==> config.mk <==
export PLATFORM = sky130hd
export DESIGN_NAME = txw_byte_packer
export DESIGN_NICKNAME = d
export VERILOG_FILES = /design/src/rtl/txw_pkg.sv /design/src/rtl/txw_setup_regs.sv /design/src/rtl/txw_serializer.sv /design/src/rtl/txw_byte_packer.sv
export SDC_FILE = /design/constraint.sdc
export NUM_CORES = 1
export LEC_CHECK = 0
export BUFFER_PORTS_ARGS = -buffer_cell sky130_fd_sc_hd__buf_2
export CAP_MARGIN = 30
export CORE_MARGIN = 4
export CORE_UTILIZATION = 25
export DETAILED_ROUTE_END_ITERATION = 6
export PLACE_DENSITY = 0.51
export SETUP_SLACK_MARGIN = 0.15
export SYNTH_ARGS = -nofsm -noshare
export SYNTH_HDL_FRONTEND = slang
export SYNTH_SLANG_ARGS = --single-unit
==> constraint.sdc <==
create_clock -name clk -period 7.4 [get_ports clk]
set_clock_uncertainty 0.2 [all_clocks]
set_input_delay 1.48 -clock clk [delete_from_list [all_inputs] [get_ports clk]]
set_output_delay 1.48 -clock clk [all_outputs]
set_load 0.02 [all_outputs]
==> src/rtl/txw_pkg.sv <==
package txw_pkg;
  // byte at position idx of the send order
  function automatic logic [7:0] pick_byte(input logic [31:0] w, input logic big,
                                           input logic [1:0] idx);
    int sh;
    sh = big ? 8 * (3 - int'(idx)) : 8 * int'(idx);
    return w[sh +: 8];
  endfunction

  // index of the last kept byte for a given trailing drop
  function automatic logic [1:0] final_index(input logic [1:0] trail);
    return 2'd3 - trail;
  endfunction

  // trailing drop implied by a short size value, else the field
  function automatic logic [1:0] trail_amount(input logic [1:0] field, input logic short_sz,
                                              input logic [1:0] sz_low);
    return short_sz ? 2'(3'd4 - {1'b0, sz_low}) : field;
  endfunction
endpackage

==> src/rtl/txw_setup_regs.sv <==
module txw_setup_regs #(
  parameter int CNT_W  = 14,
  parameter int SIZE_W = 16
) (
  input  logic              clk,
  input  logic              rst_n,
  input  logic              setup_wr,
  input  logic              size_wr,
  input  logic              data_acc,
  input  logic [31:0]       wdata,
  output logic              big_o,
  output logic [1:0]        lead_eff,
  output logic [1:0]        trail_eff,
  output logic              word_final,
  output logic [31:0]       setup_rd,
  output logic [31:0]       size_rd
);
  import txw_pkg::*;

  logic              big_q;
  logic [1:0]        lead_q, trail_q;
  logic [CNT_W-1:0]  cnt_q;
  logic [SIZE_W-1:0] size_q;
  logic              cnt_zero, short_sz;
  logic              unused_bits;

  assign unused_bits = ^{wdata[31:25], wdata[23:20], wdata[15:14]};
  assign cnt_zero    = (cnt_q == '0);
  assign short_sz    = (size_q != '0) && (size_q < SIZE_W'(4));

  assign big_o      = big_q;
  assign word_final = cnt_zero;
  assign lead_eff   = cnt_zero ? 2'd0 : lead_q;
  assign trail_eff  = cnt_zero ? trail_amount(trail_q, short_sz, size_q[1:0]) : 2'd0;

  always_comb begin
    setup_rd              = '0;
    setup_rd[24]          = big_q;
    setup_rd[19:18]       = lead_q;
    setup_rd[17:16]       = trail_q;
    setup_rd[CNT_W-1:0]   = cnt_q;
    size_rd               = '0;
    size_rd[SIZE_W-1:0]   = size_q;
  end

  always_ff @(posedge clk or negedge rst_n) begin
    if (!rst_n) begin
      big_q <= 1'b0; lead_q <= '0; trail_q <= '0; cnt_q <= '0; size_q <= '0;
    end else begin
      if (size_wr) size_q <= wdata[SIZE_W-1:0];
      if (setup_wr) begin
        big_q   <= wdata[24];
        lead_q  <= wdata[19:18];
        trail_q <= wdata[17:16];
        cnt_q   <= wdata[CNT_W-1:0];
      end else if (data_acc && !cnt_zero) begin
        cnt_q  <= cnt_q - 1'b1;
        lead_q <= '0;
      end
    end
  end

  a_r5_count_step: assert property (@(posedge clk) disable iff (!rst_n)
    data_acc && !setup_wr && cnt_q != '0 |=> cnt_q == $past(cnt_q) - 1'b1);
  a_r5_count_hold: assert property (@(posedge clk) disable iff (!rst_n)
    data_acc && !setup_wr && cnt_q == '0 |=> cnt_q == '0);
  a_r3_lead_clears: assert property (@(posedge clk) disable iff (!rst_n)
    data_acc && !setup_wr && cnt_q != '0 |=> lead_q == '0);
  a_r4_trail_kept: assert property (@(posedge clk) disable iff (!rst_n)
    data_acc && !setup_wr |=> trail_q == $past(trail_q));
endmodule

==> src/rtl/txw_serializer.sv <==
module txw_serializer (
  input  logic        clk,
  input  logic        rst_n,
  input  logic        load,
  input  logic [31:0] word,
  input  logic        big,
  input  logic [1:0]  first_idx,
  input  logic [1:0]  last_idx,
  input  logic        tag_last,
  output logic        busy,
  output logic [7:0]  out_data,
  output logic        out_valid,
  output logic        out_last,
  input  logic        out_ready
);
  import txw_pkg::*;

  logic [31:0] word_q;
  logic        big_q, tag_q, busy_q;
  logic [1:0]  pos_q, end_q;
  logic        at_end, shift;

  assign at_end    = (pos_q == end_q);
  assign shift     = busy_q && out_ready;
  assign busy      = busy_q;
  assign out_valid = busy_q;
  assign out_data  = pick_byte(word_q, big_q, pos_q);
  assign out_last  = busy_q && tag_q && at_end;

  always_ff @(posedge clk or negedge rst_n) begin
    if (!rst_n) begin
      word_q <= '0; big_q <= 1'b0; tag_q <= 1'b0; busy_q <= 1'b0;
      pos_q <= '0; end_q <= '0;
    end else if (load) begin
      word_q <= word;
      big_q  <= big;
      tag_q  <= tag_last;
      pos_q  <= first_idx;
      end_q  <= last_idx;
      busy_q <= (first_idx <= last_idx);
    end else if (shift) begin
      if (at_end) busy_q <= 1'b0;
      else        pos_q  <= pos_q + 1'b1;
    end
  end

  a_r8_no_load_busy: assert property (@(posedge clk) disable iff (!rst_n)
    load |-> !busy_q);
  a_r10_hold_stall: assert property (@(posedge clk) disable iff (!rst_n)
    out_valid && !out_ready |=> out_valid && $stable(out_data) && $stable(out_last));
  a_r7_last_valid: assert property (@(posedge clk) disable iff (!rst_n)
    out_last |-> out_valid);
endmodule

==> src/rtl/txw_byte_packer.sv <==
module txw_byte_packer #(
  parameter int         ADDR_W     = 8,
  parameter int         CNT_W      = 14,
  parameter int         SIZE_W     = 16,
  parameter logic [7:0] SIZE_ADDR  = 8'h04,
  parameter logic [7:0] SETUP_ADDR = 8'h08,
  parameter logic [7:0] DATA_ADDR  = 8'h0C
) (
  input  logic              clk,
  input  logic              rst_n,
  input  logic              reg_wr,
  input  logic              reg_rd,
  input  logic [ADDR_W-1:0] reg_addr,
  input  logic [31:0]       reg_wdata,
  output logic [31:0]       reg_rdata,
  output logic              reg_wait,
  output logic [7:0]        out_data,
  output logic              out_valid,
  input  logic              out_ready,
  output logic              out_last
);
  import txw_pkg::*;

  logic        hit_size, hit_setup, hit_data;
  logic        data_acc, busy;
  logic        big, word_final;
  logic [1:0]  lead_eff, trail_eff;
  logic [31:0] setup_rd, size_rd;

  assign hit_size  = (reg_addr == ADDR_W'(SIZE_ADDR));
  assign hit_setup = (reg_addr == ADDR_W'(SETUP_ADDR));
  assign hit_data  = (reg_addr == ADDR_W'(DATA_ADDR));
  assign data_acc  = reg_wr && hit_data && !busy;
  assign reg_wait  = reg_wr && hit_data && busy;

  always_comb begin
    reg_rdata = '0;
    if (reg_rd) begin
      if (hit_setup)     reg_rdata = setup_rd;
      else if (hit_size) reg_rdata = size_rd;
    end
  end

  txw_setup_regs #(.CNT_W(CNT_W), .SIZE_W(SIZE_W)) u_regs (
    .clk(clk), .rst_n(rst_n),
    .setup_wr(reg_wr && hit_setup), .size_wr(reg_wr && hit_size),
    .data_acc(data_acc), .wdata(reg_wdata),
    .big_o(big), .lead_eff(lead_eff), .trail_eff(trail_eff),
    .word_final(word_final), .setup_rd(setup_rd), .size_rd(size_rd));

  txw_serializer u_ser (
    .clk(clk), .rst_n(rst_n), .load(data_acc), .word(reg_wdata), .big(big),
    .first_idx(lead_eff), .last_idx(final_index(trail_eff)), .tag_last(word_final),
    .busy(busy), .out_data(out_data), .out_valid(out_valid), .out_last(out_last),
    .out_ready(out_ready));

  a_r8_wait_only_busy: assert property (@(posedge clk) disable iff (!rst_n)
    reg_wait |-> out_valid);
endmodule

==> results.json <==
{
  "outcome": "complete, no violations",
  "cellPowerDensity_nw_per_um2": 204,
  "rr_endpoint": "u_regs.cnt_q[4]",
  "place_hpwl_mm": 8.21,
  "track_usage": 0.130,
  "ys.flop_type": "dfrtp_1",
  "p_sw_w": 0.000250,
  "final_max_slew_viol_count": 0,
  "first_global_vias": 3238,
  "wire_per_inst_microns": 16.5,
  "critical_path_buf_inv_count": 2,
  "dieArea_sq_um": 17400,
  "hold_viol": 0,
  "timing.critical_path.from": "reg_addr[1]",
  "setup_viol": 0,
  "wl_mm": 11.1,
  "r2r-start": "u_regs.cnt_q[0]",
  "antenna_cells": 0,
  "core_area_sq_um": 15100,
  "root_buffer": "clkbuf_16",
  "yosysWarnings": 0,
  "synth_edf_count": 0,
  "use_met2": 0.200,
  "grt.busiest_layer": "met2",
  "first_iter_violations": 157,
  "fin_cells": 671,
  "cts_resized": 0,
  "crit_cells": 6,
  "hp-class": "reg -> reg",
  "yosysUniqueCellTypes": 53,
  "io_buffers": 76,
  "rsz0062_at_grt": "false",
  "synth_area_sq_um": 3840,
  "syn2layout_area_growth_pct": 21.4,
  "crit_fanout": 16,
  "grt_max_degree": 75,
  "finalSetupTns_ns": 0,
  "grt_pass1_wl_mm": 17.8,
  "syn_avg_cell_area_sq_um": 9.59,
  "grt-ovfl-total": 0,
  "yosysSeqAreaShare": 0.482,
  "finalCritPeriodShare": 0.706,
  "finalCriticalPeriod_ns": 5.22,
  "numPlacedInstances": 654,
  "arrival_ns": 3.54,
  "max_slew_margin": 0.419,
  "die_h_microns": 132,
  "critPathMaxStageDelay_ns": 0.62,
  "drive_above_1_share": 0.277,
  "tightest_slew_ns": 0.869,
  "die_w_microns": 132,
  "use_met3": 0.0328,
  "leakage_nw": 2.39,
  "cpMostUsedCell": "buf_2",
  "dr.pass1.iters": 4,
  "io_pins": 88,
  "p_int_w": 0.000704,
  "ys_seq_elements": 74,
  "hold_slack_ns": 0.268,
  "pwr-share-comb": 0.126,
  "clk_latency_ns": 0.33,
  "path_clk_slew_ns": 0.05,
  "numCtsBuffers": 9,
  "fmax_ghz": 0.191,
  "vdd_drop_max_uv": 109,
  "cts.sinks": 74,
  "r2r_slack_ns": 4.71,
  "multi_input_area_sq_um": 1850,
  "worstSetupPathType": "in -> out",
  "drtAntennaViolNets": 0,
  "antenna_found_initial": 1,
  "cts_tree": "built",
  "nFillCells": 1604,
  "vias_per_cell": 4.78,
  "critPathSlowestCell": "and3_1",
  "use_met1": 0.175,
  "crit_path_start_kind": "input pin",
  "cp_top_family": "simple AND/OR/NAND/NOR gates",
  "htree_levels": 3,
  "cts_hold_buf": 0,
  "rr_worst_depth": 7,
  "start_util": 0.254,
  "place.gp.congestion": 0.823,
  "pwr-share-clk": 0.400,
  "syn_inst": 401,
  "fin_nets": 527,
  "via_count": 3210,
  "rows": 45,
  "cp_data_required_time_ns": 5.72,
  "endpoint": "reg_rdata[11]",
  "cts_setup_buffers": 0,
  "seqPwrFrac": 0.474,
  "regArea_sq_um": 1850,
  "drc_errors": 0,
  "clockBufferDepth": 2,
  "switching_share": 0.262,
  "synthArstFlopShare": 1.00,
  "crit_chain": "buf_2 -> or4_1 -> nor4_1 -> and3_1 -> a22o_1 -> buf_2",
  "worstSetupEndpointType": "output port",
  "drv_cap": 0
}
worst min-delay path by stage:
stage | startpoint | to | slack [ns] | cells after the start
4_1_cts | u_ser.word_q[30] | u_ser.word_q[30] | 0.27 | 2
2_1_floorplan | u_ser.word_q[24] | u_ser.word_q[24] | 0.24 | 2
6_report | u_ser.word_q[30] | u_ser.word_q[30] | 0.27 | 2
3_3_place_gp | u_ser.word_q[16] | u_ser.word_q[16] | 0.26 | 2
5_1_grt | u_ser.word_q[24] | u_ser.word_q[24] | 0.30 | 2
3_5_place_dp | u_ser.word_q[30] | u_ser.word_q[30] | 0.26 | 2
per-stage QoR:
step	total power [W]	worst slack, ns	instance area (sq um)	util
final	0.000954	2.18	4670	0.308
after global routing	0.00100	2.01	4670	0.308
after CTS	0.000965	2.00	4640	0.306
after detailed placement	0.000579	2.01	4390	0.290
after global placement	0.000578	2.04	4390	0.290
after floorplan	0.000530	2.49	3880	-
cells by family (layout without fill, tap and decap cells):
group,Yosys count,after routing,share of synthesized area
multiplexers,26,26,0.0992
other,1,11,0.000975
XOR/XNOR,6,6,0.0137
adder cells (fa/ha/maj),3,3,0.00976
AND/OR/NAND/NOR,203,203,0.246
buffers and inverters,34,106,0.0469
flip-flops,74,74,0.482
AO/OA/AOI/OAI,54,54,0.102
per-layer routing:
metal,vias to the layer above,part of all wire
li1,1524,-
met5,-,0.0011
met3,19,0.068
met4,2,0.020
met2,102,0.45
met1,1563,0.46
cell usage after synthesis, drive strengths merged, types with 7 or more instances:
cell	count	area, sq um
nand2	136	518
dfrtp	74	1850
buf	17	116
mux2	17	191
a22o	14	123
o21ai	13	65.1
nor2	12	45.0
nor4	11	90.1
clkbuf	10	37.5
nor3	9	45.0
a21oi	8	55.1
and2	8	50.1
mux4	8	180
inv	7	26.3
nand3	7	35.0
cells in the final DEF (no fill, tap or decap), types with 2 or more instances in the layout:
master / Yosys / routed
a21oi_1: 6 / 6
nor2_1: 12 / 12
xnor2_1: 4 / 4
nand4b_1: 2 / 2
inv_1: 7 / 7
or2_2: 2 / 2
and2_1: 8 / 8
mux2_2: 17 / 17
clkbuf_16: 0 / 9
or4_1: 5 / 5
o21ai_0: 13 / 13
or3b_2: 2 / 2
nor4_1: 9 / 9
buf_4: 11 / 6
a22o_1: 14 / 14
nand2_1: 135 / 135
conb_1: 1 / 11
a21o_1: 2 / 2
clkbuf_1: 10 / 2
o211ai_1: 5 / 5
xor2_1: 2 / 2
mux4_2: 8 / 8
ha_1: 3 / 3
dfrtp_1: 74 / 74
and3_1: 2 / 2
clkinv_2: 0 / 4
nor3_1: 9 / 9
nand3_1: 7 / 7
buf_2: 3 / 76
o22ai_1: 2 / 2
state kept, by name (all words and copies together), names as in the netlist:
register	cells
u_regs.big_o	1
u_regs.trail_q	2
u_ser.pos_q	2
u_ser.tag_q	1
u_regs.lead_q	2
u_ser.big_q	1
u_regs.cnt_q	14
u_ser.end_q	2
u_ser.word_q	32
u_regs.size_q	16
u_ser.busy	1
final cells by class:
type | instances | share of cell area
well taps | 188 | 0.0504
clock inverters | 4 | 0.00429
multi-input cells | 303 | 0.396
flip-flops and latches | 74 | 0.397
clock buffers | 11 | 0.0498
repair buffers | 84 | 0.0970
inverters | 7 | 0.00563
worst reg2reg max path: cells and delay by family (launching register included):
kind | cells | cell delay, ns
AND/OR/NAND/NOR | 2 | 1.17
adder cells (fa/ha/maj) | 1 | 0.15
buffers and inverters | 1 | 0.13
AO/OA/AOI/OAI | 3 | 0.53
flip-flops | 1 | 0.41
power groups by stage:
| stage | sequential [W] | combinational [W] | clock (W) |
|---|---|---|---|
| floorplan | 0.000451 | 0.0000787 | 0 |
| global placement | 0.000458 | 0.000120 | 0 |
| detailed placement | 0.000459 | 0.000121 | 0 |
| CTS | 0.000452 | 0.000121 | 0.000392 |
| global route | 0.000455 | 0.000133 | 0.000412 |
| finish | 0.000452 | 0.000120 | 0.000382 |
(Power assumes the default switching activity.)
